[src/rtl/trapseq_pkg.sv]
package trapseq_pkg;
  localparam int CTL_W   = 3;
  localparam int CTL_EN  = 0;
  localparam int CTL_BOOT = 1;
  localparam int CTL_STEP = 2;

  typedef struct packed {
    logic step;
    logic boot;
    logic en;
  } ctl_t;

  function automatic ctl_t ctl_reset_value();
    ctl_t c;
    c.step = 1'b0;
    c.boot = 1'b1;
    c.en   = 1'b0;
    return c;
  endfunction

  function automatic ctl_t ctl_after_trap(input ctl_t c);
    ctl_t r;
    r = c;
    r.en = 1'b0;
    return r;
  endfunction
endpackage

[src/rtl/trap_ctl_reg.sv]
module trap_ctl_reg
  import trapseq_pkg::*;
(
  input  logic clk,
  input  logic rst_n,
  input  logic wr_i,
  input  ctl_t wdata_i,
  input  logic take_trap_i,
  output logic wr_accept_o,
  output ctl_t ctl_q
);
  assign wr_accept_o = wr_i & ~take_trap_i;

  always_ff @(posedge clk or negedge rst_n) begin
    if (!rst_n)           ctl_q <= ctl_reset_value();
    else if (take_trap_i) ctl_q <= ctl_after_trap(ctl_q);
    else if (wr_i)        ctl_q <= wdata_i;
  end

  p_self_disable_r3: assert property (@(posedge clk) disable iff (!rst_n)
    take_trap_i |=> !ctl_q.en);
  p_write_lands_r6: assert property (@(posedge clk) disable iff (!rst_n)
    wr_accept_o |=> ctl_q == $past(wdata_i));
endmodule

[src/rtl/trap_sstep.sv]
module trap_sstep (
  input  logic clk,
  input  logic rst_n,
  input  logic wr_accept_i,
  input  logic wr_en_i,
  input  logic wr_step_i,
  input  logic commit_i,
  input  logic take_trap_i,
  output logic step_req_o
);
  logic armed_q;
  logic step_fire;

  assign step_fire = armed_q & commit_i & ~take_trap_i;

  always_ff @(posedge clk or negedge rst_n) begin
    if (!rst_n) begin
      armed_q    <= 1'b0;
      step_req_o <= 1'b0;
    end else if (wr_accept_i) begin
      armed_q    <= wr_en_i & wr_step_i;
      step_req_o <= 1'b0;
    end else if (step_fire) begin
      armed_q    <= 1'b0;
      step_req_o <= 1'b1;
    end
  end

  p_fire_after_commit_r8: assert property (@(posedge clk) disable iff (!rst_n)
    $rose(step_req_o) |-> $past(commit_i && !take_trap_i));
  p_single_fire_r8: assert property (@(posedge clk) disable iff (!rst_n)
    !(armed_q && step_req_o));
endmodule

[src/rtl/trap_decide.sv]
module trap_decide #(
  parameter int N_PEND = 9,
  parameter int PC_W = 23,
  parameter logic [N_PEND-1:0] TRAP_MASK = '0
) (
  input  logic              clk,
  input  logic              rst_n,
  input  logic [N_PEND-1:0] pend_i,
  input  logic              en_i,
  input  logic              commit_i,
  input  logic [PC_W-1:0]   pc_i,
  output logic              take_o,
  output logic              commit_o,
  output logic [PC_W-1:0]   pc_o,
  output logic              mod_o,
  output logic              exact_o
);
  function automatic logic any_trap_class(input logic [N_PEND-1:0] p);
    return |(p & TRAP_MASK);
  endfunction

  function automatic logic [PC_W-1:0] pick_pc(input logic take, input logic [PC_W-1:0] pc);
    return take ? '0 : pc;
  endfunction

  logic cls_trap;

  assign take_o   = en_i & (|pend_i);
  assign cls_trap = any_trap_class(pend_i);
  assign pc_o     = pick_pc(take_o, pc_i);
  assign commit_o = commit_i & ~take_o;
  assign mod_o    = take_o & cls_trap;
  assign exact_o  = take_o & ~cls_trap;

  p_pc_zero_r2: assert property (@(posedge clk) disable iff (!rst_n)
    take_o |-> pc_o == '0);
  p_quiet_disabled_r4: assert property (@(posedge clk) disable iff (!rst_n)
    !en_i |-> !take_o && pc_o == pc_i);
  p_one_class_r9: assert property (@(posedge clk) disable iff (!rst_n)
    take_o |-> $onehot({mod_o, exact_o}));
  p_no_class_idle_r9: assert property (@(posedge clk) disable iff (!rst_n)
    !take_o |-> !mod_o && !exact_o);
  p_squash_r10: assert property (@(posedge clk) disable iff (!rst_n)
    take_o |-> !commit_o);
endmodule

[src/rtl/trap_sequencer.sv]
module trap_sequencer
  import trapseq_pkg::*;
#(
  parameter int N_REQ = 8,
  parameter int PC_W = 23,
  parameter logic [N_REQ:0] TRAP_MASK = 9'h003
) (
  input  logic              clk,
  input  logic              rst_n,
  input  logic [N_REQ-1:0]  req_i,
  input  logic              ctl_wr_i,
  input  logic [CTL_W-1:0]  ctl_wdata_i,
  input  logic              commit_i,
  input  logic [PC_W-1:0]   pc_next_i,
  output logic [PC_W-1:0]   pc_next_o,
  output logic              commit_o,
  output logic              take_trap_o,
  output logic              replay_mod_o,
  output logic              replay_exact_o,
  output logic [N_REQ:0]    pending_o,
  output logic [CTL_W-1:0]  ctl_o,
  output logic              boot_fetch_o
);
  localparam int N_PEND = N_REQ + 1;

  ctl_t ctl_q;
  ctl_t wdata;
  logic wr_accept;
  logic step_req;
  logic take;

  assign wdata = ctl_t'(ctl_wdata_i);
  assign pending_o = {step_req, req_i};

  trap_ctl_reg u_ctl (
    .clk(clk), .rst_n(rst_n), .wr_i(ctl_wr_i), .wdata_i(wdata),
    .take_trap_i(take), .wr_accept_o(wr_accept), .ctl_q(ctl_q)
  );

  trap_sstep u_step (
    .clk(clk), .rst_n(rst_n), .wr_accept_i(wr_accept),
    .wr_en_i(wdata.en), .wr_step_i(wdata.step), .commit_i(commit_i),
    .take_trap_i(take), .step_req_o(step_req)
  );

  trap_decide #(.N_PEND(N_PEND), .PC_W(PC_W), .TRAP_MASK(TRAP_MASK)) u_dec (
    .clk(clk), .rst_n(rst_n), .pend_i(pending_o), .en_i(ctl_q.en),
    .commit_i(commit_i), .pc_i(pc_next_i), .take_o(take), .commit_o(commit_o),
    .pc_o(pc_next_o), .mod_o(replay_mod_o), .exact_o(replay_exact_o)
  );

  assign take_trap_o  = take;
  assign ctl_o        = ctl_q;
  assign boot_fetch_o = ctl_q.boot;

  p_pulse_r3: assert property (@(posedge clk) disable iff (!rst_n)
    take_trap_o |=> !take_trap_o);
  p_raw_low_r5: assert property (@(posedge clk) disable iff (!rst_n)
    pending_o[N_REQ-1:0] == req_i);
endmodule

[config.mk]
export PLATFORM = sky130hd
export DESIGN_NAME = trap_sequencer
export DESIGN_NICKNAME = d
export VERILOG_FILES = /design/src/rtl/trapseq_pkg.sv /design/src/rtl/trap_ctl_reg.sv /design/src/rtl/trap_sstep.sv /design/src/rtl/trap_decide.sv /design/src/rtl/trap_sequencer.sv
export SDC_FILE = /design/constraint.sdc
export NUM_CORES = 1
export LEC_CHECK = 0
export BUFFER_PORTS_ARGS = -buffer_cell sky130_fd_sc_hd__buf_2
export CAP_MARGIN = 20
export CORE_MARGIN = 2
export CORE_UTILIZATION = 45
export DETAILED_ROUTE_END_ITERATION = 10
export HOLD_SLACK_MARGIN = 0.03
export PLACE_DENSITY = 0.87
export RECOVER_POWER = 50
export SLEW_MARGIN = 10
export SYNTH_ARGS = -nofsm -noshare
export SYNTH_HDL_FRONTEND = slang
export SYNTH_HIERARCHICAL = 1
export SYNTH_SLANG_ARGS = --single-unit
[constraint.sdc]
create_clock -name clk -period 4.9 [get_ports clk]
set_input_delay 1.225 -clock clk [delete_from_list [all_inputs] [get_ports clk]]
set_output_delay 1.225 -clock clk [all_outputs]
set_load 0.02 [all_outputs]
==> flow_summary.rst <==
.. list-table::
   :header-rows: 1

   * - Metric
     - Value
   * - # resized after CTS
     - 0
   * - Core ar.
     - 2410 um^2
   * - Vertical die dimension
     - 53.8 um
   * - Clock Power Share
     - 17.7%
   * - Aggregate global-route resource usage
     - 19.8%
   * - Initial Utilization
     - 46.3%
   * - Part of the power in registers
     - 20.5%
   * - Type of element launching the critical path
     - input port
   * - Die X-Extent
     - 53.8 um
   * - Leakage power
     - 0.635 nW
   * - Final min period
     - 4.01 ns
   * - Area Overhead vs Synth
     - 23.7%
   * - Post-layout nets
     - 217
   * - Post-Synthesis Net Count
     - 159
   * - Switching fraction of total power
     - 47.8%
   * - Standard cell area after detailed placement
     - 1380 um^2
   * - First-pass DRT Iterations
     - 2
   * - Number of placed I/O pins
     - 78
   * - Worst slew margin relative to its limit
     - 17.7%
   * - Combinational fraction of design power
     - 61.8%
   * - Slowest stage cell, crit path
     - or4b_2
   * - Clock-pin transition on the worst setup and hold timing paths
     - 0.04 ns
   * - Post-Syn Area per Cell
     - 9.22 um^2
   * - Final TNS setup
     - 0 ns
   * - CTS tree
     - yes
   * - Worst path max stage delay
     - 0.74 ns
   * - CP delay by family, top
     - simple AND/OR/NAND/NOR gates
   * - Fraction of synthesized cell area in xor and xnor cells
     - 0%
   * - Post-DP HPWL
     - 2030 um
   * - Total inserted antenna cells
     - 0
   * - Commonest non-fill, non-tap cell in the layout
     - buf_2
   * - Class of the tightest hold or removal check
     - flip-flop to flip-flop
   * - Worst Clk Skew
     - 0.00261 ns
   * - Combinational family with the most area after synthesis
     - compound AO/OA/AOI/OAI gates
   * - Max_cap viols
     - 0
   * - Drt wl/cell
     - 13.5 um
   * - Count of mapped cells out of synthesis
     - 121
   * - Insertion delay of the later-clocked pin in the worst-skew pair
     - 0.24 ns
   * - Synth warnings
     - 6
   * - Distinct cell type count after synthesis
     - 27
   * - Netlist area before placement
     - 1120 um^2
   * - Peak VDD IR
     - 0.169 mV
   * - Setup repair after global routing missed its margin
     - false
   * - Final setup viols
     - 0
   * - Pwr Density
     - 198 nW/um^2
   * - Share of the yosys chip area belonging to registers
     - 11.3%
   * - Antenna violations before repair
     - 0
   * - Mux contribution to synthesized area
     - 3.59%
   * - Number of buffers added to fix hold violations after cts
     - 0
   * - Kind of critical path
     - input port to output pin
   * - Pin count of the biggest net entering global routing
     - 30
   * - WP data arrival
     - 2.78 ns
   * - Yosys reg bits
     - 5
   * - Slew @ Worst Pin
     - 1.24 ns
   * - Area of the die
     - 2890 um^2
   * - Clk buf depth
     - 2
   * - Total vias in the final route
     - 1147
   * - Maximum net fanout on the critical path
     - 26
   * - Count of H-tree levels built during CTS
     - 1
   * - Post-CTS setup buffers
     - 0
   * - Iteration-0 DRC count of the detailed router
     - 3
   * - Input/output buffers
     - 77
   * - Post-route DRC
     - 0
   * - Wire length of the first global-routing pass
     - 4370 um
   * - Max Fclk
     - 249 MHz
   * - Internal power
     - 0.143 mW
   * - GRT Residual Overflow
     - 0
   * - Clock root buffer
     - clkbuf_4
   * - Overall routed net length
     - 2800 um
   * - Remaining antenna violation count
     - 0
   * - Fraction of final layout cells with drive strength greater than 1
     - 52.8%
   * - Slew Limit Fails
     - 0
   * - Clock sink total
     - 5
   * - Vias in the first global route
     - 1033
   * - Critical Path Sink Type
     - output pin
   * - Global placement routability congestion
     - 0.621
   * - Area fraction in compound gates after synthesis
     - 34.3%
   * - Run status
     - finished, final reports clean
   * - Cell breakdown of the critical path
     - clkbuf_1, or4b_2, o32ai_1, buf_2
   * - Required time at the worst-slack endpoint
     - 3.67 ns
   * - Number of CTS-inserted buffers
     - 3
   * - Final hold vios
     - 0
   * - Final cycle utilization of the critical path
     - 81.8%
   * - Switching power
     - 0.130 mW
   * - Synth Area in Simple Gates
     - 28.4%
   * - Average vias per placed instance
     - 5.51
   * - Number of cell rows
     - 18
   * - Adder and majority gate portion of the synthesized area
     - 0%
   * - Summed area of non-filler cells in the final layout
     - 1380 um^2
   * - Commonest cells after routing, fill and taps aside
     - buf_2, inv_1, or4b_1, o32ai_2, clkbuf_1
   * - Crit path buf inv count
     - 2
## routing by layer
layer,routed length (um),up-vias,track usage (%)
met5,0,-,0
met4,0,0,5.13
met3,202,0,2.50
met2,1410,45,35.4
met1,1180,532,24.9
li1,-,570,-
## flip-flops by register name (all words and copies together) (netlist names)
name	count
u_ctl/ctl_q	3
u_step/armed_q	1
u_step/step_req_o	1
## area by class of cell
cell class	instances	area (um^2)
Fill cell	232	1030
Multi-Input combinational cell	66	724
Timing Repair Buffer	78	372
Sequential cell	5	126
Inverter	25	93.8
Tap cell	30	37.5
Clock buffer	4	26.3
## cell usage after synthesis, drive strengths merged
| library cell | instances | share of area, % |
|---|---|---|
| dfrtp | 4 | 9.0 |
| and2 | 1 | 0.56 |
| mux2i | 1 | 0.90 |
| dfstp | 1 | 2.4 |
| mux2 | 2 | 2.7 |
| o32ai | 24 | 32 |
| o211a | 1 | 0.90 |
| buf | 15 | 11 |
| or2 | 1 | 0.56 |
| nand2b | 1 | 0.56 |
| or4b | 24 | 22 |
| nor2b | 2 | 1.8 |
| nand3b | 1 | 0.67 |
| inv | 25 | 8.4 |
| or4 | 1 | 1.0 |
| clkbuf | 10 | 3.4 |
| or3 | 1 | 0.56 |
| o21ai | 1 | 0.45 |
| a21oi | 1 | 0.45 |
| nand3 | 1 | 0.45 |
| nor2 | 2 | 0.67 |
| o31a | 1 | 0.90 |
## power groups by stage
stage	Clock (mW)	Combinational (mW)	Sequential, mW
after floorplan	0	0.125	0.0585
after global placement	0	0.165	0.0646
after detailed placement	0	0.168	0.0649
after CTS	0.0501	0.168	0.0645
after global routing	0.0537	0.184	0.0572
final	0.0483	0.169	0.0559
## metrics by stage
step                      hold slack (ns)  utilization (%)  instances  worst slack, ns  power [mW]
after floorplan                     0.506                -        121             1.18       0.184
after global placement              0.499             57.4        203            0.993       0.230
after detailed placement            0.502             57.4        203            0.978       0.233
after CTS                           0.526             58.5        207            0.976       0.283
after global routing                0.544             57.3        208            0.756       0.295
final                               0.505             57.3        208            0.890       0.273
## worst paths after layout
kind / from / endpoint / slack [ns] / depth (start not counted)
worst min register to register: u_ctl/ctl_q[2] / u_ctl/ctl_q[2] / 0.50 / 1
worst min-delay path: u_ctl/ctl_q[2] / u_ctl/ctl_q[2] / 0.50 / 1
min in group asynchronous: rst_n / u_step/armed_q / 0.82 / 1
worst max register to register: u_ctl/ctl_q[0] / u_ctl/ctl_q[2] / 2.56 / 4
max in group asynchronous: rst_n / u_ctl/ctl_q[1] / 3.81 / 1
worst max-delay path: req_i[7] / pc_next_o[1] / 0.89 / 4
## logic make-up (layout without fill, tap and decap cells)
logic type | count (synthesis) | after routing
AND/OR/NAND/NOR | 35 | 35
buffers and inverters | 50 | 107
flip-flops | 5 | 5
AO/OA/AOI/OAI | 28 | 28
multiplexers | 3 | 3
Power figures use the tool's default switching activity.
